**src/rtl/flash_cmd_pkg.sv**
```systemverilog
package flash_cmd_pkg;

  typedef enum logic [2:0] {
    ST_IDLE    = 3'd0,
    ST_UNL1    = 3'd1,
    ST_UNL2    = 3'd2,
    ST_PGM_ARM = 3'd3,
    ST_ERS1    = 3'd4,
    ST_ERS2    = 3'd5,
    ST_ERS3    = 3'd6
  } step_e;

  typedef enum logic [2:0] {
    REQ_NONE     = 3'd0,
    REQ_PROGRAM  = 3'd1,
    REQ_SECTOR   = 3'd2,
    REQ_CHIP     = 3'd3,
    REQ_ID_ENTER = 3'd4,
    REQ_ID_EXIT  = 3'd5
  } req_e;

  localparam logic [1:0] MODE_READ = 2'd0;
  localparam logic [1:0] MODE_ID   = 2'd1;
  localparam logic [1:0] MODE_BUSY = 2'd2;

  localparam logic [7:0] CODE_UNLOCK_A = 8'hAA;
  localparam logic [7:0] CODE_UNLOCK_B = 8'h55;
  localparam logic [7:0] CODE_PROGRAM  = 8'hA0;
  localparam logic [7:0] CODE_ERASE    = 8'h80;
  localparam logic [7:0] CODE_CHIP     = 8'h10;
  localparam logic [7:0] CODE_SECTOR   = 8'h30;
  localparam logic [7:0] CODE_ID_ENTER = 8'h90;
  localparam logic [7:0] CODE_ID_EXIT  = 8'hF0;

endpackage

```
**src/rtl/flash_cmd_match.sv**
```systemverilog
module flash_cmd_match #(
  parameter int ADDR_W = 16,
  parameter int DATA_W = 16,
  parameter int CMP_AW = 15,
  parameter int CMP_DW = 8,
  parameter logic [CMP_AW-1:0] PAT_A = 15'h5555,
  parameter logic [CMP_AW-1:0] PAT_B = 15'h2AAA
) (
  input  logic [ADDR_W-1:0] addr,
  input  logic [DATA_W-1:0] data,
  output logic              at_a,
  output logic              at_b,
  output logic [CMP_DW-1:0] code
);

  logic [CMP_AW-1:0] addr_cmp;

  assign addr_cmp = addr[CMP_AW-1:0];
  assign at_a     = (addr_cmp == PAT_A);
  assign at_b     = (addr_cmp == PAT_B);
  assign code     = data[CMP_DW-1:0];

endmodule

```
**src/rtl/flash_id_rom.sv**
```systemverilog
module flash_id_rom #(
  parameter int ADDR_W = 16,
  parameter int DATA_W = 16,
  parameter logic [DATA_W-1:0] MFR_ID = 16'h00BF,
  parameter logic [DATA_W-1:0] DEV_ID = 16'h2788
) (
  input  logic              enable,
  input  logic [ADDR_W-1:0] rd_addr,
  output logic [DATA_W-1:0] id_word
);

  logic upper_zero;

  assign upper_zero = (rd_addr[ADDR_W-1:1] == '0);

  always_comb begin
    id_word = '0;
    if (enable && upper_zero) begin
      id_word = rd_addr[0] ? DEV_ID : MFR_ID;
    end
  end

endmodule

```
**src/rtl/flash_cmd_fsm.sv**
```systemverilog
module flash_cmd_fsm
  import flash_cmd_pkg::*;
#(
  parameter int ADDR_W = 16,
  parameter int DATA_W = 16,
  parameter int CMP_DW = 8
) (
  input  logic              clk,
  input  logic              rst_n,
  input  logic              wr_stb,
  input  logic [ADDR_W-1:0] wr_addr,
  input  logic [DATA_W-1:0] wr_data,
  input  logic              busy_i,
  input  logic              at_a,
  input  logic              at_b,
  input  logic [CMP_DW-1:0] code,
  output logic              id_mode,
  output logic              req_valid,
  output req_e              req_kind,
  output logic [ADDR_W-1:0] req_addr,
  output logic [DATA_W-1:0] req_data
);

  step_e step_q, step_d;
  logic  id_q, id_d;
  logic  fire;
  req_e  kind_d;
  logic  accept;

  assign accept = wr_stb && !busy_i;

  always_comb begin
    step_d = step_q;
    id_d   = id_q;
    fire   = 1'b0;
    kind_d = REQ_NONE;
    if (accept) begin
      step_d = ST_IDLE;
      unique case (step_q)
        ST_IDLE: begin
          if (at_a && code == CODE_UNLOCK_A) begin
            step_d = ST_UNL1;
          end else if (code == CODE_ID_EXIT) begin
            fire = 1'b1; kind_d = REQ_ID_EXIT; id_d = 1'b0;
          end else begin
            id_d = 1'b0;
          end
        end
        ST_UNL1: begin
          if (at_b && code == CODE_UNLOCK_B) step_d = ST_UNL2;
          else id_d = 1'b0;
        end
        ST_UNL2: begin
          if (at_a && code == CODE_PROGRAM) begin
            step_d = ST_PGM_ARM;
          end else if (at_a && code == CODE_ERASE) begin
            step_d = ST_ERS1;
          end else if (at_a && code == CODE_ID_ENTER) begin
            fire = 1'b1; kind_d = REQ_ID_ENTER; id_d = 1'b1;
          end else if (at_a && code == CODE_ID_EXIT) begin
            fire = 1'b1; kind_d = REQ_ID_EXIT; id_d = 1'b0;
          end else begin
            id_d = 1'b0;
          end
        end
        ST_PGM_ARM: begin
          fire = 1'b1; kind_d = REQ_PROGRAM;
        end
        ST_ERS1: begin
          if (at_a && code == CODE_UNLOCK_A) step_d = ST_ERS2;
          else id_d = 1'b0;
        end
        ST_ERS2: begin
          if (at_b && code == CODE_UNLOCK_B) step_d = ST_ERS3;
          else id_d = 1'b0;
        end
        ST_ERS3: begin
          if (code == CODE_SECTOR) begin
            fire = 1'b1; kind_d = REQ_SECTOR;
          end else if (at_a && code == CODE_CHIP) begin
            fire = 1'b1; kind_d = REQ_CHIP;
          end else begin
            id_d = 1'b0;
          end
        end
        default: id_d = 1'b0;
      endcase
    end
  end

  always_ff @(posedge clk or negedge rst_n) begin
    if (!rst_n) begin
      step_q    <= ST_IDLE;
      id_q      <= 1'b0;
      req_valid <= 1'b0;
      req_kind  <= REQ_NONE;
      req_addr  <= '0;
      req_data  <= '0;
    end else begin
      step_q    <= step_d;
      id_q      <= id_d;
      req_valid <= fire;
      if (fire) begin
        req_kind <= kind_d;
        req_addr <= wr_addr;
        req_data <= wr_data;
      end
    end
  end

  assign id_mode = id_q;

  AST_BUSY_NO_REQ: assert property (@(posedge clk) disable iff (!rst_n)
    (busy_i && wr_stb) |=> !req_valid);
  AST_BUSY_HOLDS_STATE: assert property (@(posedge clk) disable iff (!rst_n)
    busy_i |=> ($stable(step_q) && $stable(id_q)));
  AST_REQ_NEEDS_STROBE: assert property (@(posedge clk) disable iff (!rst_n)
    !wr_stb |=> !req_valid);
  AST_ENTER_SETS_ID: assert property (@(posedge clk) disable iff (!rst_n)
    (req_valid && req_kind == REQ_ID_ENTER) |-> id_q);
  AST_EXIT_CLEARS_ID: assert property (@(posedge clk) disable iff (!rst_n)
    (req_valid && req_kind == REQ_ID_EXIT) |-> !id_q);

endmodule

```
**src/rtl/flash_cmd_decoder.sv**
```systemverilog
module flash_cmd_decoder
  import flash_cmd_pkg::*;
#(
  parameter int ADDR_W   = 16,
  parameter int DATA_W   = 16,
  parameter int SECTOR_W = 5
) (
  input  logic                clk,
  input  logic                rst_n,
  input  logic                wr_stb,
  input  logic [ADDR_W-1:0]   wr_addr,
  input  logic [DATA_W-1:0]   wr_data,
  input  logic                busy_i,
  input  logic [ADDR_W-1:0]   rd_addr,
  output logic [1:0]          mode,
  output logic [DATA_W-1:0]   id_word,
  output logic                req_valid,
  output logic [2:0]          req_kind,
  output logic [ADDR_W-1:0]   req_addr,
  output logic [DATA_W-1:0]   req_data,
  output logic [SECTOR_W-1:0] req_sector
);

  localparam int CMP_AW = ADDR_W - 1;
  localparam int CMP_DW = 8;

  logic              rst_meta, rst_sync_n;
  logic              at_a, at_b;
  logic [CMP_DW-1:0] code;
  logic              id_mode;
  req_e              kind;

  always_ff @(posedge clk or negedge rst_n) begin
    if (!rst_n) begin
      rst_meta   <= 1'b0;
      rst_sync_n <= 1'b0;
    end else begin
      rst_meta   <= 1'b1;
      rst_sync_n <= rst_meta;
    end
  end

  flash_cmd_match #(
    .ADDR_W(ADDR_W), .DATA_W(DATA_W), .CMP_AW(CMP_AW), .CMP_DW(CMP_DW)
  ) u_match (
    .addr(wr_addr), .data(wr_data), .at_a(at_a), .at_b(at_b), .code(code)
  );

  flash_cmd_fsm #(
    .ADDR_W(ADDR_W), .DATA_W(DATA_W), .CMP_DW(CMP_DW)
  ) u_fsm (
    .clk(clk), .rst_n(rst_sync_n), .wr_stb(wr_stb), .wr_addr(wr_addr),
    .wr_data(wr_data), .busy_i(busy_i), .at_a(at_a), .at_b(at_b),
    .code(code), .id_mode(id_mode), .req_valid(req_valid),
    .req_kind(kind), .req_addr(req_addr), .req_data(req_data)
  );

  flash_id_rom #(
    .ADDR_W(ADDR_W), .DATA_W(DATA_W)
  ) u_id (
    .enable(id_mode && !busy_i), .rd_addr(rd_addr), .id_word(id_word)
  );

  assign req_kind   = kind;
  assign req_sector = req_addr[ADDR_W-1 -: SECTOR_W];
  assign mode       = busy_i ? MODE_BUSY : (id_mode ? MODE_ID : MODE_READ);

  AST_MODE_LEGAL: assert property (@(posedge clk) disable iff (!rst_sync_n)
    mode != 2'd3);

endmodule

```
**config.mk**
```make
export PLATFORM = sky130hd
export DESIGN_NAME = flash_cmd_decoder
export DESIGN_NICKNAME = d
export VERILOG_FILES = /design/src/rtl/flash_cmd_pkg.sv /design/src/rtl/flash_cmd_match.sv /design/src/rtl/flash_id_rom.sv /design/src/rtl/flash_cmd_fsm.sv /design/src/rtl/flash_cmd_decoder.sv
export SDC_FILE = /design/constraint.sdc
export NUM_CORES = 1
export LEC_CHECK = 0
export ABC_CLOCK_PERIOD_IN_PS = 1380
export BUFFER_PORTS_ARGS = -buffer_cell sky130_fd_sc_hd__buf_2
export CORE_ASPECT_RATIO = 0.75
export CORE_MARGIN = 5
export CORE_UTILIZATION = 25
export DETAILED_ROUTE_END_ITERATION = 8
export GPL_TIMING_DRIVEN = 0
export PLACE_DENSITY = 0.43
export SLEW_MARGIN = 20
export SYNTH_ARGS = -nofsm -noshare
export SYNTH_HDL_FRONTEND = slang
export SYNTH_HIERARCHICAL = 1
export SYNTH_SLANG_ARGS = --single-unit
```
**constraint.sdc**
```tcl
create_clock -name clk -period 1.38 [get_ports clk]
set_input_delay 0.069 -clock clk [delete_from_list [all_inputs] [get_ports clk]]
set_output_delay 0.069 -clock clk [all_outputs]
set_load 0.1 [all_outputs]
```
Word-level counts from Yosys, hierarchy flattened
Cells that the tools add are included.
{"block": "op_classes", "n_eq_ne": 22, "mux": 39, "bitwise_logic": 1, "n_reduce_logical": 16}
{"cell": "$eq A8 B8 Y1 const B", "n": 5}
{"cell": "$mux W3", "n": 12}
{"cell": "$mux W1", "n": 18}
{"cell": "$mux W16", "n": 1}
{"cell": "$eq A15 B14 Y1 const B", "n": 1}
{"cell": "$eq A15 B15 Y1 const B", "n": 1}
{"cell": "$logic_not A15 Y1", "n": 1}
{"cell": "$pmux W3 S5", "n": 1}
{"cell": "$mux W14", "n": 1}
{"cell": "$ne A2 B2 Y1 const B", "n": 6}
{"cell": "$pmux W3 S4", "n": 1}
{"cell": "$logic_and A1 B1 Y1", "n": 10}
{"cell": "$eq A3 B3 Y1 const B", "n": 3}
{"cell": "$eq A8 B5 Y1 const B", "n": 1}
{"cell": "$eq A8 B6 Y1 const B", "n": 1}
{"cell": "$eq A8 B7 Y1 const B", "n": 1}
{"cell": "$reduce_and A8 Y1", "n": 1}
{"cell": "$eq A3 B2 Y1 const B", "n": 2}
{"cell": "$mux W2", "n": 3}
{"cell": "$pmux W1 S5", "n": 1}
{"cell": "$pmux W1 S4", "n": 1}
{"cell": "$reduce_or A2 Y1", "n": 2}
{"cell": "$eq A3 B1 Y1 const B", "n": 1}
{"cell": "$logic_not A3 Y1", "n": 1}
{"cell": "2 further kinds", "n": 2}
{"block": "totals", "register_bits": 42, "input_bits": 52}

Longest topological paths before layout
Gate-level depths: netlist of run 1.
{"block": "logic_depth", "ltp_word": 8, "mapped_depth": 9}

Modules after synthesis
The synthesis of run 1 kept the hierarchy.
{"module": "flash_cmd_fsm", "instances": 1, "cells_per_inst": 329, "area_each_um2": 2565.0, "seq_area_each_um2": 1001.0}
{"module": "flash_id_rom", "instances": 1, "cells_per_inst": 23, "area_each_um2": 175.2, "seq_area_each_um2": 0.0}
{"module": "flash_cmd_match", "instances": 1, "cells_per_inst": 18, "area_each_um2": 155.1, "seq_area_each_um2": 0.0}
{"module": "flash_cmd_decoder", "instances": 1, "cells_per_inst": 10, "area_each_um2": 112.6, "seq_area_each_um2": 50.0}

Least setup slack after synthesis of run 1
Ideal clock, no wire load.
{"block": "synth_path", "path_type": "reg-to-output", "startpoint": "register u_fsm.id_q, in the netlist u_fsm/id_mode", "endpoint": "output id_word[1]", "arrival_time_ps": 3199, "t_required_ps": 1311, "slack_ps": -1888, "path_stages_with_launch": 6, "path_cell_list": "dfrtp_1 nor2b_4 nor4b_2 nand4_1 nor2_1 buf_4"}
{"block": "synth_via", "elab_chain_cells": 3}
{"item": "from (decl)", "line": "flash_cmd_fsm.sv:25", "text": "logic id_q, id_d;"}
{"item": "from (signal assigned)", "line": "flash_cmd_fsm.sv:101", "text": "id_q <= id_d;"}
{"item": "$logic_and A1 B1 Y1", "line": "flash_cmd_decoder.sv:61", "text": ".enable(id_mode && !busy_i), .rd_addr(rd_addr), .id_word(id_word)"}
{"item": "$logic_and A1 B1 Y1", "line": "flash_id_rom.sv:18", "text": "if (enable && upper_zero) begin"}
{"item": "$mux W16", "line": "flash_id_rom.sv:18"}
{"item": "to (decl)", "line": "flash_cmd_decoder.sv:16", "text": "output logic [DATA_W-1:0] id_word,"}
Every way passes these cells.

Worst setup path after layout of run 1
{"block": "layout_path", "startpoint": "input wr_addr[1]", "endpoint": "register u_fsm.req_addr[11]"}
{"block": "layout_via", "elab_chain_cells": 8}
{"item": "from (decl)", "line": "flash_cmd_decoder.sv:11", "text": "input logic [ADDR_W-1:0] wr_addr,"}
{"item": "$eq A15 B15 Y1 (*)", "line": "flash_cmd_match.sv:19", "text": "assign at_a = (addr_cmp == PAT_A);"}
{"item": "named net at_a", "line": "flash_cmd_decoder.sv:28", "text": "logic at_a, at_b;"}
{"item": "$logic_and A1 B1 Y1", "line": "flash_cmd_fsm.sv:60", "text": "end else if (at_a && code == CODE_ID_EXIT) begin"}
{"item": "$mux W1", "line": "flash_cmd_fsm.sv:60"}
{"item": "$mux W1", "line": "flash_cmd_fsm.sv:58", "text": "end else if (at_a && code == CODE_ID_ENTER) begin"}
{"item": "$mux W1", "line": "flash_cmd_fsm.sv:56", "text": "end else if (at_a && code == CODE_ERASE) begin"}
{"item": "$mux W1", "line": "flash_cmd_fsm.sv:54", "text": "if (at_a && code == CODE_PROGRAM) begin"}
{"item": "$pmux W1 S4 (*)", "line": "flash_cmd_fsm.sv:39", "text": "unique case (step_q)"}
{"item": "$mux W1 (*)", "line": "flash_cmd_fsm.sv:37", "text": "if (accept) begin"}
{"item": "to (signal assigned)", "line": "flash_cmd_fsm.sv:105", "text": "req_addr <= wr_addr;"}
{"item": "to (decl)", "line": "flash_cmd_fsm.sv:20", "text": "output logic [ADDR_W-1:0] req_addr,"}
The timed path passes the listed nets; every way through them passes the cells marked *.
A chain may end at the register's enable or synchronous reset.

==> results.ini, run 1 <==
[synth]
synth_top_area_share_pct=34.94
synth_top_area_cell=dfrtp_1
synthDistinctLibCells=48
synth.yosys.seq_area_share_pct=34.94
ys.flop_type=dfrtp_1
synth_warnings=6
synth_area_leaders=dfrtp_1 35%, o211ai_1 8.2%, nand4_1 6.9%
synth-async-reset-ratio_pct=100.0
synth_seq_cells=42
syn_area_um2=3008
syn_avg_cell_area_um2=7.915
synthCells=380
synth_edf_count=0

[die]
die_h_um=105.0
num_io_pins=111
start_util_pct=25.71
die_area_um2=14350
num_rows=34
coreArea_um2=11700
fp.dieW_um=136.7

[cts]
root_buffer=clkbuf_16
h-tree-depth=2
cts_made_buffers=5
clock_sinks=42
max-clock-path-buffers=2
cts_tree=done
path_clk_slew_ns=0.06
clk_latency_ns=0.29

[timing]
finalMaxSlewViolations=0
relSlewSlack_pct=58.20
setup_violations=51
fin_worst_skew_ns=0.003725
setup_ws_ns=-0.5871
hold_viol_final=0
rsz0062_at_grt=true
worst_slew_pin_slew_ns=0.6184
fin_crit_ns=1.967
max_freq_mhz=508.4
finalCritPeriodShare_pct=142.5

[worst_hold_path]
hold_start=wr_data[10]
hold_class=input port to flip-flop
whs_path_depth=3

[worst_setup_path]
cp-end-kind=flip-flop
required_ns=1.54
r2r_cells=6
cp-startpoint=wr_addr[1]
r2r_start=u_fsm/step_q[1]
crit_fanout=5
arrival_ns=2.13
setup.worst_path.class=input port to flip-flop
cp-start-kind=input port

[global_route]
antenna_found_initial=0
track_usage_pct=17.11
overflow=0
grt_first_pass_wirelength_um=19780
grt_max_degree=26
grt_pass1_vias=3493

[route]
ant_nets=0
drtIter0Drc=286
wl_um=12270
drc=0
via_per_inst=5.110
vias=3485
wire_per_inst_um=17.99
drt_pre_antenna_iters=5

[placement]
numPortBuffers=105
dpl.hpwl_um=8521
routabilityCongestion=0.7952
place_area_um2=3958

[status]
status=finished, violations left
violations=negative setup slack

[run]
drv_cap=0

[power_and_ir_drop]
pwr-share-seq_pct=42.0
comb_power_share_pct=17.6
total_power_uw=2974
irDropWorstVdd_v=0.0004162
p_int_uw=2090
total_leakage_power_uw=0.001694
sw_frac_of_total_pct=29.73
clkPwrFrac_pct=40.4
p_sw_uw=884.4
p_per_area_nw_per_um2=646.0

[cells_and_area]
num_antenna_cells=0
final_area_um2=4604
drive_gt1_share_pct=43.46
multiInputGateArea_um2=1772
final-seq-area_um2=1062
areaGrowthSynthToFinish_pct=53.08
fillers=1222
nets=571

==> critical path, stage by stage <==
cell and delay, ns:
buf_8 0.10, or4b_4 0.54, nor4_4 0.25, nand2b_4 0.21
a32oi_4 0.13, o21a_1 0.26, buf_8 0.15, clkbuf_16 0.15
o211ai_1 0.17, nand3_1 0.09
==> registers in the layout (all words and copies together) (netlist names) <==
signal / cells
u_fsm/req_addr: 16
u_fsm/req_data: 16
u_fsm/req_kind: 3
u_fsm/step_q: 3
rst_meta: 1
rst_sync_n: 1
u_fsm/id_mode: 1
u_fsm/req_valid: 1
==> power by group through the flow <==
| stage | clock network [µW] | registers (µW) | logic [µW] |
|---|---|---|---|
| after global placement | 0 | 1290 | 452 |
| final | 1200 | 1250 | 525 |
| after global routing | 1290 | 1250 | 564 |
| after detailed placement | 0 | 1270 | 480 |
| after floorplan | 0 | 1300 | 257 |
| after CTS | 1220 | 1250 | 520 |
==> synth_stat cells (3+ instances only) <==
library cell,n
nand4b_1,3
o21ai_0,3
nand2_1,39
o211ai_1,33
nor3_1,37
nand4_1,33
nor2_1,6
nand3_1,36
a21oi_1,35
buf_4,27
dfrtp_1,42
nand2b_1,3
nor2b_1,3
nor4_2,4
clkbuf_1,34
==> kinds of logic (layout without fill, tap and decap cells) <==
family | Yosys count | in the layout | synth area share (%)
AO/OA/AOI/OAI | 81 | 81 | 17.10
flip-flops | 42 | 42 | 34.94
AND/OR/NAND/NOR | 186 | 186 | 35.15
buffers and inverters | 67 | 203 | 11.81
multiplexers | 1 | 1 | 0.3743
other | 2 | 6 | 0.2497
adder cells (fa/ha/maj) | 1 | 1 | 0.3743
==> cells in the final DEF, fill, tap and decap left out, types with 3 or more instances in the layout <==
| master | instances |
|---|---|
| o211ai_1 | 33 |
| clkbuf_2 | 12 |
| clkbuf_16 | 7 |
| nand3_1 | 36 |
| nand4_1 | 33 |
| nor2_1 | 3 |
| clkbuf_1 | 15 |
| dfrtp_2 | 9 |
| conb_1 | 6 |
| clkbuf_4 | 4 |
| nor4_2 | 4 |
| nand4b_1 | 3 |
| buf_2 | 91 |
| a21oi_2 | 3 |
| nand2_1 | 38 |
| a21oi_1 | 32 |
| clkbuf_8 | 3 |
| buf_6 | 15 |
| buf_12 | 12 |
| nor3_1 | 36 |
| buf_4 | 38 |
| dfrtp_1 | 33 |
==> per-stage QoR <==
stage,setup TNS [ns],utilization [%],hold WS (ns),setup slack [ns],std cells
global route,-30.08,39.36,0.06899,-0.6969,682
global placement,-71.71,33.65,-0.1454,-1.158,651
finish,-25.77,39.36,0.05041,-0.5871,682
floorplan,-31.57,-,-0.2266,-1.123,384
detailed placement,-44.26,33.83,-0.1409,-1.178,652
CTS,-25.42,39.16,0.05258,-0.5827,681
==> per-layer routing <==
metal	track usage, %	wire [µm]	up-vias
li1	-	-	1672
met1	25.40	5873	1693
met2	26.23	5617	111
met3	3.362	699	9
met4	2.302	79	0
met5	0	0	-
==> layout make-up <==
class / instances / share of cell area (%)
multi-input cells: 275 / 38.48
flip-flops and latches: 42 / 23.07
plain buffers: 55 / 8.560
inverters: 3 / 0.3261
repair buffers: 137 / 22.20
well taps: 162 / 4.402
clock buffers: 8 / 2.962
==> repair_timing <==
item	CTS	global route
pin swaps	9	6
endpoints found under the hold margin	2	0
cloned	3	0
setup buffers	21	6
endpoints found under the setup margin	51	52
hold buffers	1	0
gates resized for setup	94	15
==> worst paths after layout <==
path	endpoint	slack (ns)
min in group asynchronous	rst_meta	0.09
hold reg to reg	u_fsm/req_addr[5]	0.20
setup / recovery	u_fsm/req_addr[11]	-0.59
hold / removal	u_fsm/req_data[10]	0.05
max in group asynchronous	u_fsm/step_q[2]	0.69
setup reg to reg	u_fsm/req_kind[1]	-0.54
Power figures use the tool's default switching activity.
==> run 2: changes to the inputs <==
--- a/config.mk
+++ b/config.mk
@@ -6,13 +6,13 @@
 export NUM_CORES = 1
 export LEC_CHECK = 0
 export ABC_CLOCK_PERIOD_IN_PS = 1380
-export BUFFER_PORTS_ARGS = -buffer_cell sky130_fd_sc_hd__buf_2
 export CORE_ASPECT_RATIO = 0.75
 export CORE_MARGIN = 5
 export CORE_UTILIZATION = 25
 export DETAILED_ROUTE_END_ITERATION = 8
+export DONT_BUFFER_PORTS = 1
 export GPL_TIMING_DRIVEN = 0
-export PLACE_DENSITY = 0.43
+export PLACE_DENSITY = 0.35
 export SLEW_MARGIN = 20
 export SYNTH_ARGS = -nofsm -noshare
 export SYNTH_HDL_FRONTEND = slang
==> results.ini, run 2 (synthesized netlist as in run 1, its figures left out) <==
[placement]
post-place-cells=547  ; -16%
numPortBuffers=0  ; -100%
dpl.hpwl_um=8365  ; -1.8%
routabilityCongestion=0.7162  ; -9.9%
dp_slack_ns=-1.221  ; -0.04305 ns
place_area_um2=3432  ; -13%

[timing]
relSlewSlack_pct=34.71  ; -23 points
max_freq_mhz=362.6  ; -29%
finalMaxSlewViolations=0  ; unchanged
rsz0062_at_grt=true
setup_tns_ns=-31.74  ; -5.966 ns
worst_slew_pin_slew_ns=0.9793  ; +0.3610 ns
setup_violations=51  ; unchanged
hold_viol_final=0  ; unchanged
fin_crit_ns=2.758  ; +0.7909 ns
setup_ws_ns=-1.378  ; -0.7909 ns
finalCritPeriodShare_pct=199.9  ; +57 points
fin_worst_skew_ns=0.005590  ; +0.001866 ns

[route]
drc=0  ; unchanged
wire_per_inst_um=21.70  ; +21%
via_per_inst=5.390  ; +5.5%
drtIter0Drc=253  ; -12%
vias=3358  ; -3.6%
drt_pre_antenna_iters=5  ; unchanged
ant_nets=0  ; unchanged
wl_um=13520  ; +10%

[worst_setup_path]
cp-startpoint=u_fsm/id_mode
crit_path_end=id_word[5]
crit_family=simple AND/OR/NAND/NOR gates
arrival_ns=2.69  ; +0.56 ns
crit_cells=6  ; -4
worst_path_max_delay_cell=nor2_4
critPathBufInv=2  ; -1
cp_cell_sequence=nor2b_4 -> nor4b_4 -> nand4_1 -> buf_6 -> nor2_4 -> buf_8
r2r_cells=8  ; +2
cp-end-kind=output pin
reg2reg_slack_ns=-0.45  ; +0.09 ns
slowest_delay_ns=0.61  ; +0.07 ns
cp-start-kind=flip-flop
r2r_start=u_fsm/step_q[1]
crit_fanout=5  ; unchanged
required_ns=1.31  ; -0.23 ns
setup.worst_path.class=flip-flop to output pin
worstReg2RegEnd=u_fsm/req_data[0]

[status]
violations=negative setup slack
status=finished, violations left

[cts]
clock_sinks=42  ; unchanged
max-clock-path-buffers=2  ; unchanged
path_clk_slew_ns=0.06  ; about the same
root_buffer=clkbuf_16
h-tree-depth=2  ; unchanged
cts_tree=done
cts_made_buffers=5  ; unchanged
clk_latency_ns=0.29  ; about the same

[global_route]
track_usage_pct=18.35  ; +1.2 points
grt_max_degree=23  ; -12%
grt_pass1_vias=3401  ; -2.6%
grt_first_pass_wirelength_um=20530  ; +3.8%
overflow=0  ; unchanged
antenna_found_initial=0  ; unchanged

[worst_hold_path]
hold_class=input port to asynchronous set/reset pin

[cells_and_area]
post_layout_nonfiller_instances=623  ; -8.7%
top_regs=u_fsm/req_addr x16, u_fsm/req_data x16
layout_common_cells=36 x nand2_1, 35 x buf_4, 35 x nor3_1
fillers=1183  ; -3.2%
fin_util_pct=40.16  ; +0.80 points
nets=513  ; -10%
final_area_um2=4698  ; +2.0%
num_antenna_cells=0  ; unchanged
layout_commonest_cell=nand2_1
drive_gt1_share_pct=33.62  ; -9.8 points
areaGrowthSynthToFinish_pct=56.20

[power_and_ir_drop]
irDropWorstVdd_v=0.0006116  ; +47%
p_per_area_nw_per_um2=684.3  ; +5.9%
total_leakage_power_uw=0.001625  ; -4.1%

[run]
drv_cap=0  ; unchanged

[die]
coreArea_um2=11700  ; unchanged
num_io_pins=111  ; unchanged
fp.dieW_um=136.7  ; unchanged
num_rows=34  ; unchanged
die_h_um=105.0  ; unchanged
die_area_um2=14350  ; unchanged
start_util_pct=25.71  ; unchanged

run 2: worst min path at each step:
stage                      from    endpoint  slack (ns)  cells past startpoint
after floorplan           rst_n    rst_meta       -0.23                      0
after global placement    rst_n  rst_sync_n       -0.23                      0
after detailed placement  rst_n  rst_sync_n       -0.23                      0
after CTS                 rst_n    rst_meta       0.003                      1
after global routing      rst_n    rst_meta        0.01                      1
final                     rst_n  rst_sync_n       0.008                      1
run 2: per-stage QoR:
stage	total power [µW]	hold slack [ns]
detailed placement	1638	-0.2265
global placement	1633	-0.2265
floorplan	1556	-0.2266
finish	3215	0.008120
global route	3347	0.01160
CTS	3257	0.002825
run 2: final cells by class:
type                    count  area, µm²  share of cell area (%)
inverters                   3      15.01                  0.3196
clock buffers               6      138.9                   2.956
flip-flops and latches     42       1081                   23.01
multi-input cells         275       1844                   39.25
clock inverters             1      30.03                  0.6391
well taps                 162      202.7                   4.314
repair buffers             72      773.2                   16.46
plain buffers              62      613.1                   13.05
run 2: layer usage:
metal / vias to the layer above / wire [µm] / GRT usage, %
met5: - / 0 / 0
met4: 0 / 167 / 4.532
met3: 16 / 1020 / 5.091
met2: 123 / 5999 / 26.83
met1: 1665 / 6334 / 26.56
li1: 1554 / - / -
run 2: repair_timing:
action,in CTS,in global routing
resized for setup,91,24
hold buffers,33,0
endpoints found under the hold margin,34,0
buffers inserted,30,4
gates cloned,6,1
endpoints found under the setup margin,56,56
pin swaps,26,48
run 2: power by group:
part           switching [µW]  internal (µW)  total, µW
sequential               38.0           1240       1270
clock                     522            895       1420
combinational             299            226        525
total                     858           2360       3210
